### config.mk
export PLATFORM = sky130hd
export DESIGN_NAME = t1_slot_conditioner
export DESIGN_NICKNAME = d
export VERILOG_FILES = /design/src/rtl/t1_cond_pkg.sv /design/src/rtl/t1_cfg_shadow.sv /design/src/rtl/t1_slot_rewrite.sv /design/src/rtl/t1_slot_conditioner.sv
export SDC_FILE = /design/constraint.sdc
export NUM_CORES = 1
export LEC_CHECK = 0
export BUFFER_PORTS_ARGS = -buffer_cell sky130_fd_sc_hd__buf_2
export CAP_MARGIN = 10
export CORE_MARGIN = 4
export CORE_UTILIZATION = 51
export CTS_CLUSTER_SIZE = 10
export DETAILED_ROUTE_END_ITERATION = 8
export HOLD_SLACK_MARGIN = 0.12
export PLACE_DENSITY = 0.79
export SLEW_MARGIN = 20
export SYNTH_ARGS = -nofsm -noshare
export SYNTH_HDL_FRONTEND = slang
export SYNTH_SLANG_ARGS = --single-unit
### constraint.sdc
create_clock -name clk -period 2.3 [get_ports clk]
set_input_delay 0.23 -clock clk [delete_from_list [all_inputs] [get_ports clk]]
set_output_delay 0.23 -clock clk [all_outputs]
set_load 0.005 [all_outputs]
### src/rtl/t1_cond_pkg.sv
package t1_cond_pkg;
    localparam int NUM_SLOTS = 24;
    localparam int OCT_W     = 8;
    localparam int SLOT_W    = $clog2(NUM_SLOTS + 1);
    localparam logic [OCT_W-1:0] STUFF_OCT = 8'h02;

    typedef logic [NUM_SLOTS-1:0] slot_mask_t;
    typedef logic [OCT_W-1:0]     octet_t;
    typedef logic [SLOT_W-1:0]    slot_idx_t;

    typedef struct packed {
        slot_mask_t idle_mask;
        octet_t     idle_pat;
        slot_mask_t clear_mask;
        logic       zcs_en;
    } frame_cfg_t;

    typedef struct packed {
        logic      valid;
        logic      fbit;
        slot_idx_t slot;
        octet_t    data;
    } lane_t;

    function automatic logic mask_pick(input slot_mask_t m, input slot_idx_t s);
        if (int'(s) < NUM_SLOTS) return m[s];
        return 1'b0;
    endfunction
endpackage

### src/rtl/t1_cfg_shadow.sv
module t1_cfg_shadow
    import t1_cond_pkg::*;
(
    input  logic       clk,
    input  logic       rst,
    input  logic       load,
    input  frame_cfg_t cfg_in,
    output frame_cfg_t cfg_q
);
    always_ff @(posedge clk) begin
        if (rst) cfg_q <= '0;
        else if (load) cfg_q <= cfg_in;
    end

    AST_CFG_HELD: assert property (@(posedge clk) disable iff (rst)
        !load |=> $stable(cfg_q));
endmodule

### src/rtl/t1_slot_rewrite.sv
module t1_slot_rewrite
    import t1_cond_pkg::*;
(
    input  frame_cfg_t cfg,
    input  lane_t      lane_in,
    output octet_t     data_out
);
    logic   idle_hit;
    logic   clear_hit;
    octet_t after_idle;

    always_comb begin
        idle_hit   = mask_pick(cfg.idle_mask, lane_in.slot);
        clear_hit  = mask_pick(cfg.clear_mask, lane_in.slot);
        after_idle = idle_hit ? cfg.idle_pat : lane_in.data;
        if (lane_in.fbit)
            data_out = lane_in.data;
        else if (cfg.zcs_en && !clear_hit && after_idle == '0)
            data_out = STUFF_OCT;
        else
            data_out = after_idle;
    end

    always_comb begin
        if (lane_in.valid && !lane_in.fbit && cfg.zcs_en && !clear_hit)
            AST_NO_ZERO_OUT: assert (data_out != '0);
        if (lane_in.valid && !lane_in.fbit && idle_hit && cfg.idle_pat != '0)
            AST_IDLE_SUBST: assert (data_out == cfg.idle_pat);
    end
endmodule

### src/rtl/t1_slot_conditioner.sv
module t1_slot_conditioner
    import t1_cond_pkg::*;
(
    input  logic                 clk,
    input  logic                 rst,
    input  logic                 in_valid,
    input  logic                 in_fbit,
    input  logic [SLOT_W-1:0]    in_slot,
    input  logic [OCT_W-1:0]     in_data,
    input  logic [NUM_SLOTS-1:0] cfg_idle_mask,
    input  logic [OCT_W-1:0]     cfg_idle_pat,
    input  logic [NUM_SLOTS-1:0] cfg_clear_mask,
    input  logic                 cfg_zcs_en,
    output logic                 out_valid,
    output logic                 out_fbit,
    output logic [SLOT_W-1:0]    out_slot,
    output logic [OCT_W-1:0]     out_data
);
    frame_cfg_t cfg_new, cfg_work;
    lane_t      lane_in, lane_q;
    octet_t     rewritten;
    logic       frame_start;

    always_comb begin
        cfg_new.idle_mask  = cfg_idle_mask;
        cfg_new.idle_pat   = cfg_idle_pat;
        cfg_new.clear_mask = cfg_clear_mask;
        cfg_new.zcs_en     = cfg_zcs_en;
        lane_in.valid      = in_valid;
        lane_in.fbit       = in_fbit;
        lane_in.slot       = in_slot;
        lane_in.data       = in_data;
        frame_start        = in_valid && in_fbit;
    end

    t1_cfg_shadow u_shadow (
        .clk    (clk),
        .rst    (rst),
        .load   (frame_start),
        .cfg_in (cfg_new),
        .cfg_q  (cfg_work)
    );

    t1_slot_rewrite u_rewrite (
        .cfg      (cfg_work),
        .lane_in  (lane_in),
        .data_out (rewritten)
    );

    always_ff @(posedge clk) begin
        if (rst) begin
            lane_q <= '0;
        end else begin
            lane_q.valid <= in_valid;
            lane_q.fbit  <= in_fbit;
            lane_q.slot  <= in_slot;
            lane_q.data  <= rewritten;
        end
    end

    assign out_valid = lane_q.valid;
    assign out_fbit  = lane_q.fbit;
    assign out_slot  = lane_q.slot;
    assign out_data  = lane_q.data;

    AST_VALID_LATENCY: assert property (@(posedge clk) disable iff (rst)
        in_valid |=> out_valid);
    AST_SLOT_LATENCY: assert property (@(posedge clk) disable iff (rst)
        in_valid |=> (out_slot == $past(in_slot) && out_fbit == $past(in_fbit)));
    AST_FBIT_PASS: assert property (@(posedge clk) disable iff (rst)
        (in_valid && in_fbit) |=> out_data == $past(in_data));
endmodule

# Yosys cells after proc, flatten, opt, wreduce, memory -nomap -nowiden

Cells that the tools add are included.

Flip-flop bits (word level): 72
Latch bits: 0
RAM bits: 0
Bits in read-only memories: 0
Bits of input ports: 74
Output and inout port bits: 15
Memories kept: 0

$add $sub $neg: 0
$mul: 0
Div/mod/pow operators: 0
Order comparisons: 2
Eq/ne operators: 0
Shift-type cells: 0
Muxes and demuxes: 12
Bitwise gates (word level): 0
Reduce and logical (&&, ||, !) cells: 5

Operator list:

| operator                                                   | count |
|---|---|
| 2-to-1 mux 8 bit                                           | 3 |
| binary-select mux 1 bit (select 5 bit)                     | 2 |
| zero test 8 bit                                            | 1 |
| 2-to-1 mux 1 bit                                           | 7 |
| less-than comparator 5 x 6 -> 1 bit, second input constant | 1 |
| less-than comparator 5 bit, second input constant          | 1 |
| logical AND 1 bit                                          | 3 |
| zero test 1 bit                                            | 1 |

# Longest topological paths before layout

Gate-level depths: netlist (run 1).

Word-level depth: 9
Mapped depth: 7
Depth with buffers taken out: 5

# Hierarchy

Synthesis (run 1) repeated with hierarchy kept, for this count alone.

Cells, all modules: 274
Area total of the unflattened synthesis: 3139.3 sq um

Modules (own cells, without submodules):

| module              | times used | cells each | area each (sq um) | seq. area each (sq um) |
|---|---|---|---|---|
| t1_cfg_shadow       | 1          | 184        | 2058.2            | 1141.1 |
| t1_slot_rewrite     | 1          | 58         | 641.9             | 0.0 |
| t1_slot_conditioner | 1          | 32         | 439.2             | 300.3 |

# Worst setup path after synthesis (run 1)

No wires, ideal clock.

Path kind: input to register
Start: input in_slot[1]
End: register lane_q, in the netlist out_data[3]
Setup time: 0.132 ns
Arrival: 1.648 ns
Data required time: 2.168 ns
Setup slack: 0.520 ns
Stages: 7
Buffers on the path: 2
Cell sequence: buf_6 > mux4_2 > mux2_2 > and3_4 > buf_6 > o31ai_1 > a21oi_1

Word-level cells in the longest chain between the ends: 9
Elaborated cells between the ends (all ways): 17
Classes of those cells: order compare: 1; mux: 12; reduce/logical: 4

Ends and longest elaborated chain:

| element                                                     | RTL line                                     | RTL |
|---|---|---|
| from (decl)                                                 | t1_slot_conditioner.sv:8                     | `input logic [SLOT_W-1:0] in_slot,` |
| binary-select mux 1 bit (select 5 bit)                      | t1_cond_pkg.sv:26                            | `if (int'(s) < NUM_SLOTS) return m[s];` |
| 2-to-1 mux 1 bit (implied by the code)                      | t1_cond_pkg.sv:26                            |  |
| 2-to-1 mux 1 bit                                            | t1_cond_pkg.sv:26                            |  |
| 2-to-1 mux 1 bit                                            | t1_cond_pkg.sv:27                            | `return 1'b0;` |
| 2-to-1 mux 8 bit / zero test 1 bit (equally long branches)  | t1_slot_rewrite.sv:15, t1_slot_rewrite.sv:18 |  |
| zero test 8 bit / logical AND 1 bit (equally long branches) | t1_slot_rewrite.sv:18                        | `else if (cfg.zcs_en && !clear_hit && after_idle == '0)` |
| logical AND 1 bit                                           | t1_slot_rewrite.sv:18                        |  |
| 2-to-1 mux 8 bit (*)                                        | t1_slot_rewrite.sv:18                        |  |
| 2-to-1 mux 8 bit (*)                                        | t1_slot_rewrite.sv:16                        | `if (lane_in.fbit)` |
| to (decl)                                                   | t1_slot_conditioner.sv:20                    | `lane_t lane_in, lane_q;` |

Mark *: on every way between the ends. The rest lies on a longest branch, timed or not. The select of a mux whose other input is x is not followed.
A chain may end at the register's enable or synchronous reset.

# Worst setup path in the final report (run 1)

Start: register u_shadow.cfg_q[41] (netlist bit)
End: register lane_q, in the netlist out_data[2]

Word-level cells in the longest chain between the ends: 9

Ends and longest elaborated chain:

| element                                    | RTL line              | RTL |
|---|---|---|
| from (decl)                                | t1_cfg_shadow.sv:8    | `output frame_cfg_t cfg_q` |
| from (signal assigned)                     | t1_cfg_shadow.sv:12   | `else if (load) cfg_q <= cfg_in;` |
| binary-select mux 1 bit (select 5 bit) (*) | t1_cond_pkg.sv:26     |  |
| 2-to-1 mux 1 bit (implied by the code) (*) | t1_cond_pkg.sv:26     |  |
| 2-to-1 mux 1 bit (*)                       | t1_cond_pkg.sv:26     |  |
| 2-to-1 mux 1 bit (*)                       | t1_cond_pkg.sv:27     |  |
| 2-to-1 mux 8 bit (*)                       | t1_slot_rewrite.sv:15 | `after_idle = idle_hit ? cfg.idle_pat : lane_in.data;` |
| zero test 8 bit                            | t1_slot_rewrite.sv:18 |  |
| logical AND 1 bit                          | t1_slot_rewrite.sv:18 |  |
| 2-to-1 mux 8 bit (*)                       | t1_slot_rewrite.sv:18 |  |
| 2-to-1 mux 8 bit (*)                       | t1_slot_rewrite.sv:16 |  |

Marked as above.

==> impl_metrics.json, run 1 <==
{
  "critical_path.slowest_cell": "mux4_2",
  "r2r_setup_slack_ps": 470,
  "yosys.area.top_type_share_pct": 47.6,
  "arrival_ps": 2040,
  "cp.required_ps": 2520,
  "synthTopCellsByCount": "nand2_1 (116), dfxtp_1 (72), a21oi_1 (64)",
  "syn_inst": 361,
  "power.leakage_nw": 1.66,
  "drtIter0Drc": 238,
  "cts_tree": "built",
  "top_layer_used": "met4",
  "yosys_register_bits": 72,
  "place.port_buffers": 88,
  "cp-start-kind": "register",
  "grt_usage_pct": 21.6,
  "via_per_inst": 5.39,
  "cp_top_family": "multiplexers",
  "maxSlewViolCount": 0,
  "io_pins": 89,
  "fillCellCount": 466,
  "hold_path_end": "u_shadow.cfg_q[9]",
  "ys_async_sr_fraction_pct": 0,
  "p_per_area_nw_per_um2": 698,
  "hold_start": "cfg_clear_mask[8]",
  "r2r_start": "u_shadow.cfg_q[41]",
  "clock_latency_ps": 340,
  "tightest_slew_ps": 547,
  "die_height_um": 85.0,
  "crit_cells": 5,
  "timing.rr.end": "out_data[2]",
  "rsz0062_at_grt": "no",
  "setup_viol": 0,
  "drv_cap": 0,
  "utilization_pct": 68.9,
  "clk_path_buf_depth": 2,
  "synthDistinctLibCells": 40,
  "max_freq_mhz": 548,
  "diodes": 0,
  "wl_per_cell_um": 14.5,
  "yosys.cell_count.top_type": "nand2_1",
  "place_congestion": 0.829,
  "worst_r2r_path_depth": 5,
  "skew_ps": 5.49,
  "crit_path_cell_trace": "mux4_2, mux2_2, and3_4, o31ai_1, a21oi_1",
  "hold_path_class": "in -> reg",
  "clock-sinks": 72,
  "cp_num_buf_inv": 0,
  "hold_path_depth": 3,
  "gr-total-overflow": 0,
  "hold_viol_final": 0,
  "status": "completed",
  "ctsHtreeMaxLevel": 3,
  "avgSynthCellArea_um2": 8.38,
  "ys_seq_area_share_pct": 47.6,
  "end_kind": "register",
  "finalSetupTns_ps": 0,
  "grt_pass1_wl_mm": 12.6,
  "stdcell_count": 534,
  "numCtsBuffers": 9,
  "die_area_um2": 7230,
  "synth_nets": 435,
  "wl_met3_um": 546,
  "synth_ff_type": "dfxtp_1",
  "fin_hold_ws_ps": 120,
  "start_util_pct": 53.6,
  "antenna_found_initial": 0,
  "synth_warnings": 0,
  "wl_mm": 7.72,
  "coreArea_um2": 5640,
  "slew_headroom_pct": 63.6,
  "critical_path_peak_fanout": 7,
  "drt_pass1_iterations": 4,
  "syn_area_um2": 3030,
  "synth_area_leaders": "dfxtp_1 (48%), nand2_1 (14%), a21oi_1 (11%), mux4_2 (4.5%), mux2i_1 (3.3%)",
  "layout-drive-gt1-share_pct": 26.2,
  "drtAntennaViolNets": 0,
  "ctsResizeCount": 0,
  "finalCriticalPeriod_ps": 1830,
  "num_vias": 2879,
  "nets": 531,
  "criticalPathCategory": "reg -> reg",
  "wl_met2_mm": 3.85,
  "grt_pass1_vias": 2736,
  "clk_pin_slew_ps": 70,
  "dpl.hpwl_mm": 5.42,
  "grt_max_degree": 58,
  "cpPeakStageDelay_ps": 450,
  "drt-met1-wl_mm": 3.20,
  "rows": 27,
  "synth_edf_count": 0,
  "synth_top_area_cell": "dfxtp_1",
  "syn_to_final_growth_pct": 28.5,
  "place_inst": 498,
  "fin_crit_sh_pct": 79.4,
  "cts-root-buf": "clkbuf_8",
  "irDropWorstVdd_mv": 0.503,
  "drcViolationCount": 0,
  "die_x_um": 85.0
}
-- report_power, final --
group          switching (mW)  internal, mW  leakage [nW]
clock network           0.435         0.618         0.113
logic                   0.164         0.155         0.957
registers              0.0317          1.31         0.591
total                   0.631          2.08          1.66
-- flip-flops by register name (all words and copies together) (netlist names) --
register	flops
out_data	8
out_valid	1
out_slot	5
out_fbit	1
u_shadow.cfg_q	57
-- worst max path at each step --
stage                     slack [ps]                from     endpoint
after detailed placement         340          in_slot[1]  out_data[2]
after global placement           400          in_slot[1]  out_data[0]
after CTS                        480  u_shadow.cfg_q[41]  out_data[2]
final                            470  u_shadow.cfg_q[41]  out_data[2]
after floorplan                  520          in_slot[1]  out_data[3]
after global routing             430  u_shadow.cfg_q[42]  out_data[2]
-- per-layer routing --
metal  vias to the layer above  global-route usage [%]
met5                         -                       0
li1                       1429                       -
met2                        96                    36.4
met3                        18                    6.80
met4                         0                    6.62
met1                      1336                    26.3
-- logic make-up (layout without fill, tap and decap cells) --
group / after synthesis / after routing / synth area share, %
AND/OR/NAND/NOR: 152 / 152 / 21.7
AO/OA/AOI/OAI: 87 / 87 / 17.2
buffers and inverters: 31 / 132 / 4.55
flip-flops: 72 / 72 / 47.6
multiplexers: 19 / 19 / 8.89
-- cells in the final DEF (no fill, tap or decap), drive strengths merged --
cell type	instances
a31oi	1
or3	1
inv	3
bufinv	1
a311o	1
a22o	2
nor3b	1
nand2b	2
o31ai	7
nand4	7
dlygate4sd3	20
a2111oi	1
nand2	116
o21a	1
nor4	1
a22oi	2
or4	3
a221oi	2
a311oi	1
nor3	1
nand3	2
or3b	1
and3	1
mux2	3
mux4	6
and2	2
clkinv	1
clkbuf	14
nor2	5
o21ai	1
mux2i	10
a32oi	2
o311a	1
o22ai	1
dfxtp	72
a21oi	64
buf	93
nor2b	9
-- tightest hold or removal path, delay by kind of cell --
family          cells  cell delay (ps)
compound gates      1               50
simple gates        1               50
buf+inv             1               90
-- through the flow --
step,setup WS [ps],area [um^2],total power [mW]
2_1_floorplan,520,3030,1.54
6_report,475,3890,2.71
4_1_cts,484,3890,2.73
5_1_grt,428,3890,2.82
3_5_place_dp,338,3470,1.66
3_3_place_gp,397,3470,1.65
-- cell type report --
cell class                      instances  area, um^2  area share [%]
Sequential cell                        72        1440            37.1
Clock inverter                          2        35.0           0.901
Inverter                                3        11.3           0.290
Timing Repair Buffer                  113         678            17.4
Multi-Input combinational cell        258        1450            37.3
Clock buffer                           14         183            4.70
Tap cell                               72        90.1            2.32
-- what timing repair did --
item                       in CTS  in global routing
hold buffers                   20                  0
hold endpoints to repair       20                  0
setup endpoints to repair       0                  0
buffers inserted                0                  0
No activity file was read; power rests on OpenSTA's default activity.
==> run 2, diff against run 1 <==
--- a/config.mk
+++ b/config.mk
@@ -8,11 +8,11 @@
 export BUFFER_PORTS_ARGS = -buffer_cell sky130_fd_sc_hd__buf_2
 export CAP_MARGIN = 10
 export CORE_MARGIN = 4
-export CORE_UTILIZATION = 51
+export CORE_UTILIZATION = 46
 export CTS_CLUSTER_SIZE = 10
 export DETAILED_ROUTE_END_ITERATION = 8
 export HOLD_SLACK_MARGIN = 0.12
-export PLACE_DENSITY = 0.79
+export PLACE_DENSITY = 0.75
 export SLEW_MARGIN = 20
 export SYNTH_ARGS = -nofsm -noshare
 export SYNTH_HDL_FRONTEND = slang
==> constraint.sdc (replaced) <==
create_clock -name clk -period 1.59 [get_ports clk]
set_input_delay 0.159 -clock clk [delete_from_list [all_inputs] [get_ports clk]]
set_output_delay 0.159 -clock clk [all_outputs]
set_load 0.005 [all_outputs]
==> run 2 against run 1 <==
Effect of this change: the run now ends with setup timing left; setup slack worse by 610 ps; clock power up 71%; global-route usage grew 2.9 points; combinational power grew 97%; largest power group unchanged; cell area up 20%; critical path depth unchanged; die area increased by 9.8%; fmax increased by 6.1%.
==> impl_metrics.json, run 2 (synthesis gave the netlist of run 1 again) <==
{
  "cpPeakStageDelay_ps": 460,
  "pre_cts_ws_ps": -289,
  "setup_viol": 8,
  "drcViolationCount": 0,
  "clk_path_buf_depth": 2,
  "post_cts_buffers": 0,
  "slew_headroom_pct": 70.1,
  "r2r_setup_slack_ps": -130,
  "tightest_slew_ps": 448,
  "coreArea_um2": 6390,
  "hold_viol_final": 0,
  "end_kind": "register",
  "largest_register_ffs": 57,
  "num_vias": 3242,
  "layout-drive-gt1-share_pct": 29.6,
  "place.port_buffers": 88,
  "cts-root-buf": "clkbuf_8",
  "die_area_um2": 7940,
  "cp_num_buf_inv": 0,
  "drv_cap": 0,
  "clk_pin_slew_ps": 80,
  "power.leakage_nw": 1.93,
  "regMostFlops": "u_shadow.cfg_q",
  "crit_path_cell_trace": "mux4_2, mux2_4, and3_4, o31ai_4, a21oi_2",
  "fillCellCount": 455,
  "finalCriticalPeriod_ps": 1720,
  "dpl.hpwl_mm": 5.74,
  "fin_total_pwr_mw": 4.37,
  "grt_pass1_vias": 3160,
  "wl_per_cell_um": 15.6,
  "grt_pass1_wl_mm": 14.9,
  "antenna_found_initial": 0,
  "syn_to_final_growth_pct": 54.3,
  "io_pins": 89,
  "critical_path_peak_fanout": 7,
  "cts_tree": "built",
  "arrival_ps": 1940,
  "regArea_um2": 1450,
  "rsz0062_at_grt": "yes",
  "setup_ws_ps": -131,
  "skew_ps": 9.05,
  "layout_common_cells": "nand2_1 (115), buf_2 (88), dfxtp_1 (69)",
  "fin_crit_sh_pct": 108,
  "diodes": 0,
  "maxSlewViolCount": 0,
  "grt_usage_pct": 24.5,
  "via_per_inst": 5.39,
  "irDropWorstVdd_mv": 0.916,
  "ctsHtreeMaxLevel": 3,
  "max_freq_mhz": 581,
  "wl_mm": 9.35,
  "cp-start-kind": "register",
  "grt_max_degree": 58,
  "start_util_pct": 47.4,
  "p_per_area_nw_per_um2": 937,
  "nets": 593,
  "cp_top_family": "multiplexers",
  "place_congestion": 0.792,
  "drtIter0Drc": 230,
  "clock_latency_ps": 350,
  "layout_commonest_cell": "nand2_1",
  "drt_pass1_iterations": 5,
  "criticalPathCategory": "reg -> reg",
  "die_x_um": 89.1,
  "multi_input_area_um2": 1560,
  "violations": "setup timing",
  "numCtsBuffers": 9,
  "cp.required_ps": 1810,
  "drtAntennaViolNets": 0,
  "clock-sinks": 72,
  "critical_path.slowest_cell": "mux4_2",
  "status": "finished with violations",
  "hold_path_class": "in -> reg",
  "die_height_um": 89.1,
  "gr-total-overflow": 0,
  "rows": 29
}
## run 2: cell types whose count changed in the layout (fill, tap and decap cells not counted), moves of 2 or more
cell           delta
dlygate4sd3_1    +46
buf_4            +12
o31ai_1           -7
o31ai_4           +4
buf_12            +3
dfxtp_1           -3
dfxtp_2           +3
o31ai_2           +3
a21oi_1           -2
a21oi_2           +2
bufinv_16         +2
clkbuf_8          -2
## run 2: routing by layer
| metal | routed length, um | track usage (%) | vias to the layer above |
|---|---|---|---|
| li1 | - | - | 1559 |
| met1 | 3710 | 30.9 | 1479 |
| met2 | 4640 | 39.2 | 166 |
| met3 | 619 | 4.88 | 38 |
| met4 | 370 | 13.3 | 0 |
| met5 | 0 | 0 | - |
## run 2: path summary, 6_finish.rpt
path                                    startpoint            endpoint  cells after the start
worst min register to register  u_shadow.cfg_q[55]  u_shadow.cfg_q[55]                      2
worst min-delay path                    in_slot[4]         out_slot[4]                      3
worst max-delay path            u_shadow.cfg_q[48]         out_data[3]                      5
worst max register to register  u_shadow.cfg_q[48]         out_data[3]                      5
## run 2: timing repair
| action | in CTS | in global routing |
|---|---|---|
| gates cloned | 0 | 0 |
| hold endpoints to repair | 66 | 0 |
| pin swaps | 7 | 2 |
| endpoints found under the setup margin | 8 | 8 |
| hold buffers | 66 | 0 |
| gates resized for setup | 12 | 12 |
## run 2: final cells by class
| class | instances | share of cell area (%) |
|---|---|---|
| clock buffer | 11 | 3.24 |
| timing repair buffer | 175 | 27.9 |
| clock inverter | 5 | 2.20 |
| multi-input combinational | 258 | 33.4 |
| inverter | 3 | 0.241 |
| sequential | 72 | 31.0 |
| tap | 77 | 2.06 |
## run 2: worst register-to-register path: stages (launching register included)
cell     delay (ps)
dfxtp_1         320
mux4_2          460
mux2_4          290
and3_4          220
o31ai_4         210
a21oi_2          90
## run 2: where the power goes
part           leakage (nW)  switching (mW)  total [mW]  internal [mW]
combinational          1.22           0.288       0.629          0.341
sequential            0.592          0.0478        1.94           1.89
clock                 0.126           0.676        1.80           1.13
## run 2: stage by stage
step                      TNS, ps  utilization [%]  area [um^2]  instances  hold slack [ps]
after floorplan              -769                -         3030        361              287
after global placement      -1440             56.9         3630        519              401
after detailed placement    -1860             56.9         3630        519              405
after CTS                    -522             72.2         4610        601              128
after global routing        -1360             73.1         4670        601              164
final                        -804             73.1         4670        601              156
==> run 3, diff against run 2 <==
--- a/config.mk
+++ b/config.mk
@@ -8,11 +8,10 @@
 export BUFFER_PORTS_ARGS = -buffer_cell sky130_fd_sc_hd__buf_2
 export CAP_MARGIN = 10
 export CORE_MARGIN = 4
-export CORE_UTILIZATION = 46
+export CORE_UTILIZATION = 34
 export CTS_CLUSTER_SIZE = 10
 export DETAILED_ROUTE_END_ITERATION = 8
 export HOLD_SLACK_MARGIN = 0.12
-export PLACE_DENSITY = 0.75
 export SLEW_MARGIN = 20
 export SYNTH_ARGS = -nofsm -noshare
 export SYNTH_HDL_FRONTEND = slang
==> run 3 against run 2 <==
Effect of this change: die area increased by 32%; routed wire length decreased by 5.9%; utilization decreased by 20 points; global-route usage decreased by 6.9 points; total power decreased by 0.61%; critical path type unchanged; clock power about the same; setup slack improved by 25 ps; clock-buffer cell count unchanged; non-clock buffer count decreased by 3; register-to-register slack improved by 30 ps; sequential share of layout area increased by 0.063 points; the run still ends with setup timing left.
==> impl_metrics.json, run 3 (synthesis gave the netlist of run 1 again) <==
{
  "power.leakage_nw": 1.91,
  "crit_path_cell_trace": "mux4_2, mux2_4, and3_4, o31ai_2, a21oi_1",
  "cts-root-buf": "clkbuf_8",
  "grt_pass1_vias": 3027,
  "grt_usage_pct": 17.6,
  "irDropWorstVdd_mv": 0.446,
  "status": "finished with violations",
  "setup_viol": 8,
  "hold_start": "in_slot[2]",
  "die_x_um": 102,
  "largest_register_ffs": 57,
  "grt_pass1_wl_mm": 14.3,
  "dpl.hpwl_mm": 5.96,
  "coreArea_um2": 8680,
  "finalSetupTns_ps": -623,
  "num_vias": 2982,
  "maxSlewViolCount": 0,
  "fin_crit_sh_pct": 107,
  "max_freq_mhz": 590,
  "fin_total_pwr_mw": 4.34,
  "pre_cts_ws_ps": -338,
  "arrival_ps": 1920,
  "wl_per_cell_um": 14.0,
  "cpPeakStageDelay_ps": 450,
  "regMostFlops": "u_shadow.cfg_q",
  "start_util_pct": 34.9,
  "multi_input_area_um2": 1530,
  "p_per_area_nw_per_um2": 934,
  "drcViolationCount": 0,
  "slew_headroom_pct": 70.3,
  "regArea_um2": 1440,
  "r2r_setup_slack_ps": -110,
  "end_kind": "register",
  "critical_path.slowest_cell": "mux4_2",
  "drtIter0Drc": 90,
  "grt_use_met2_pct": 31.0,
  "r2r_start": "u_shadow.cfg_q[45]",
  "rsz0062_at_grt": "yes",
  "hold_viol_final": 0,
  "setup_ws_ps": -105,
  "clock_latency_ps": 340,
  "fin_area_um2": 4650,
  "syn_to_final_growth_pct": 53.7,
  "layout_common_cells": "nand2_1 (115), buf_2 (88), dfxtp_1 (71)",
  "busiest_layer": "met2",
  "clock-sinks": 72,
  "gr-total-overflow": 0,
  "drv_cap": 0,
  "critical_path_peak_fanout": 7,
  "diodes": 0,
  "die_height_um": 102,
  "layout_commonest_cell": "nand2_1",
  "cp-start-kind": "register",
  "grt_max_degree": 72,
  "crit_start": "u_shadow.cfg_q[45]",
  "criticalPathCategory": "reg -> reg",
  "numCtsBuffers": 9,
  "stdcell_count": 629,
  "fin_hold_ws_ps": 148,
  "hold_path_class": "in -> reg",
  "rows": 34,
  "utilization_pct": 53.6,
  "drtAntennaViolNets": 0,
  "cts_tree": "built",
  "skew_ps": 3.97,
  "nets": 590,
  "worst_r2r_path_depth": 5,
  "grt_util_met1_pct": 20.8,
  "fillCellCount": 837,
  "timing.rr.end": "out_data[5]",
  "antenna_found_initial": 0,
  "cp.required_ps": 1810,
  "io_pins": 89,
  "violations": "setup timing",
  "clk_pin_slew_ps": 70,
  "wl_mm": 8.79,
  "clk_path_buf_depth": 2,
  "layout-drive-gt1-share_pct": 28.4,
  "die_area_um2": 10500,
  "use_met3_pct": 2.87,
  "ctsHtreeMaxLevel": 3,
  "drt_pass1_iterations": 4,
  "finalCriticalPeriod_ps": 1700,
  "place_area_um2": 3640,
  "place_congestion": 0.872,
  "crit_path_end": "out_data[5]",
  "place.port_buffers": 88,
  "place_inst": 545,
  "via_per_inst": 4.74,
  "tightest_slew_ps": 443
}
run 3: changes by cell type in the layout (fill, tap and decap cells not counted), sizes merged:
cell | previous run | this run
buf | 109 | 106
run 3: report_power, final:
group	leakage (nW)	switching (mW)	internal, mW	total (mW)
Clock	0.126	0.678	1.13	1.80
Sequential	0.591	0.0444	1.89	1.94
Combinational	1.20	0.272	0.333	0.605
run 3: layout make-up:
type	instances	area share, %
tap	108	2.91
clock buffer	11	3.26
timing repair buffer	172	27.4
inverter	3	0.242
multi-input combinational	258	33.0
clock inverter	5	2.21
sequential	72	31.0
run 3: repair_timing:
item	4_1_cts	5_1_grt
gates resized for setup	12	5
hold buffers	66	0
pin swaps	9	1
buffers inserted	0	2
endpoints found under the hold margin	66	0
setup endpoints to repair	8	8
run 3: per-layer routing:
metal | part of all wire (%) | wire length [um]
met4 | 2.3 | 200
met2 | 50 | 4410
met1 | 43 | 3820
met5 | 0 | 0
met3 | 4.1 | 358
run 3: worst max-delay path: cells and delay by family, from the launching register on:
family,cells,cell delay (ps)
muxes,2,760
AOI/OAI and AO/OA,2,290
and+or+nand+nor,1,210
DFF,1,330
run 3: worst min path at each step:
stage               depth (start not counted)            endpoint
finish                                      2         out_slot[2]
global placement                            3  u_shadow.cfg_q[35]
detailed placement                          3  u_shadow.cfg_q[43]
floorplan                                   1            out_fbit
global route                                2         out_slot[2]
CTS                                         2         out_slot[2]
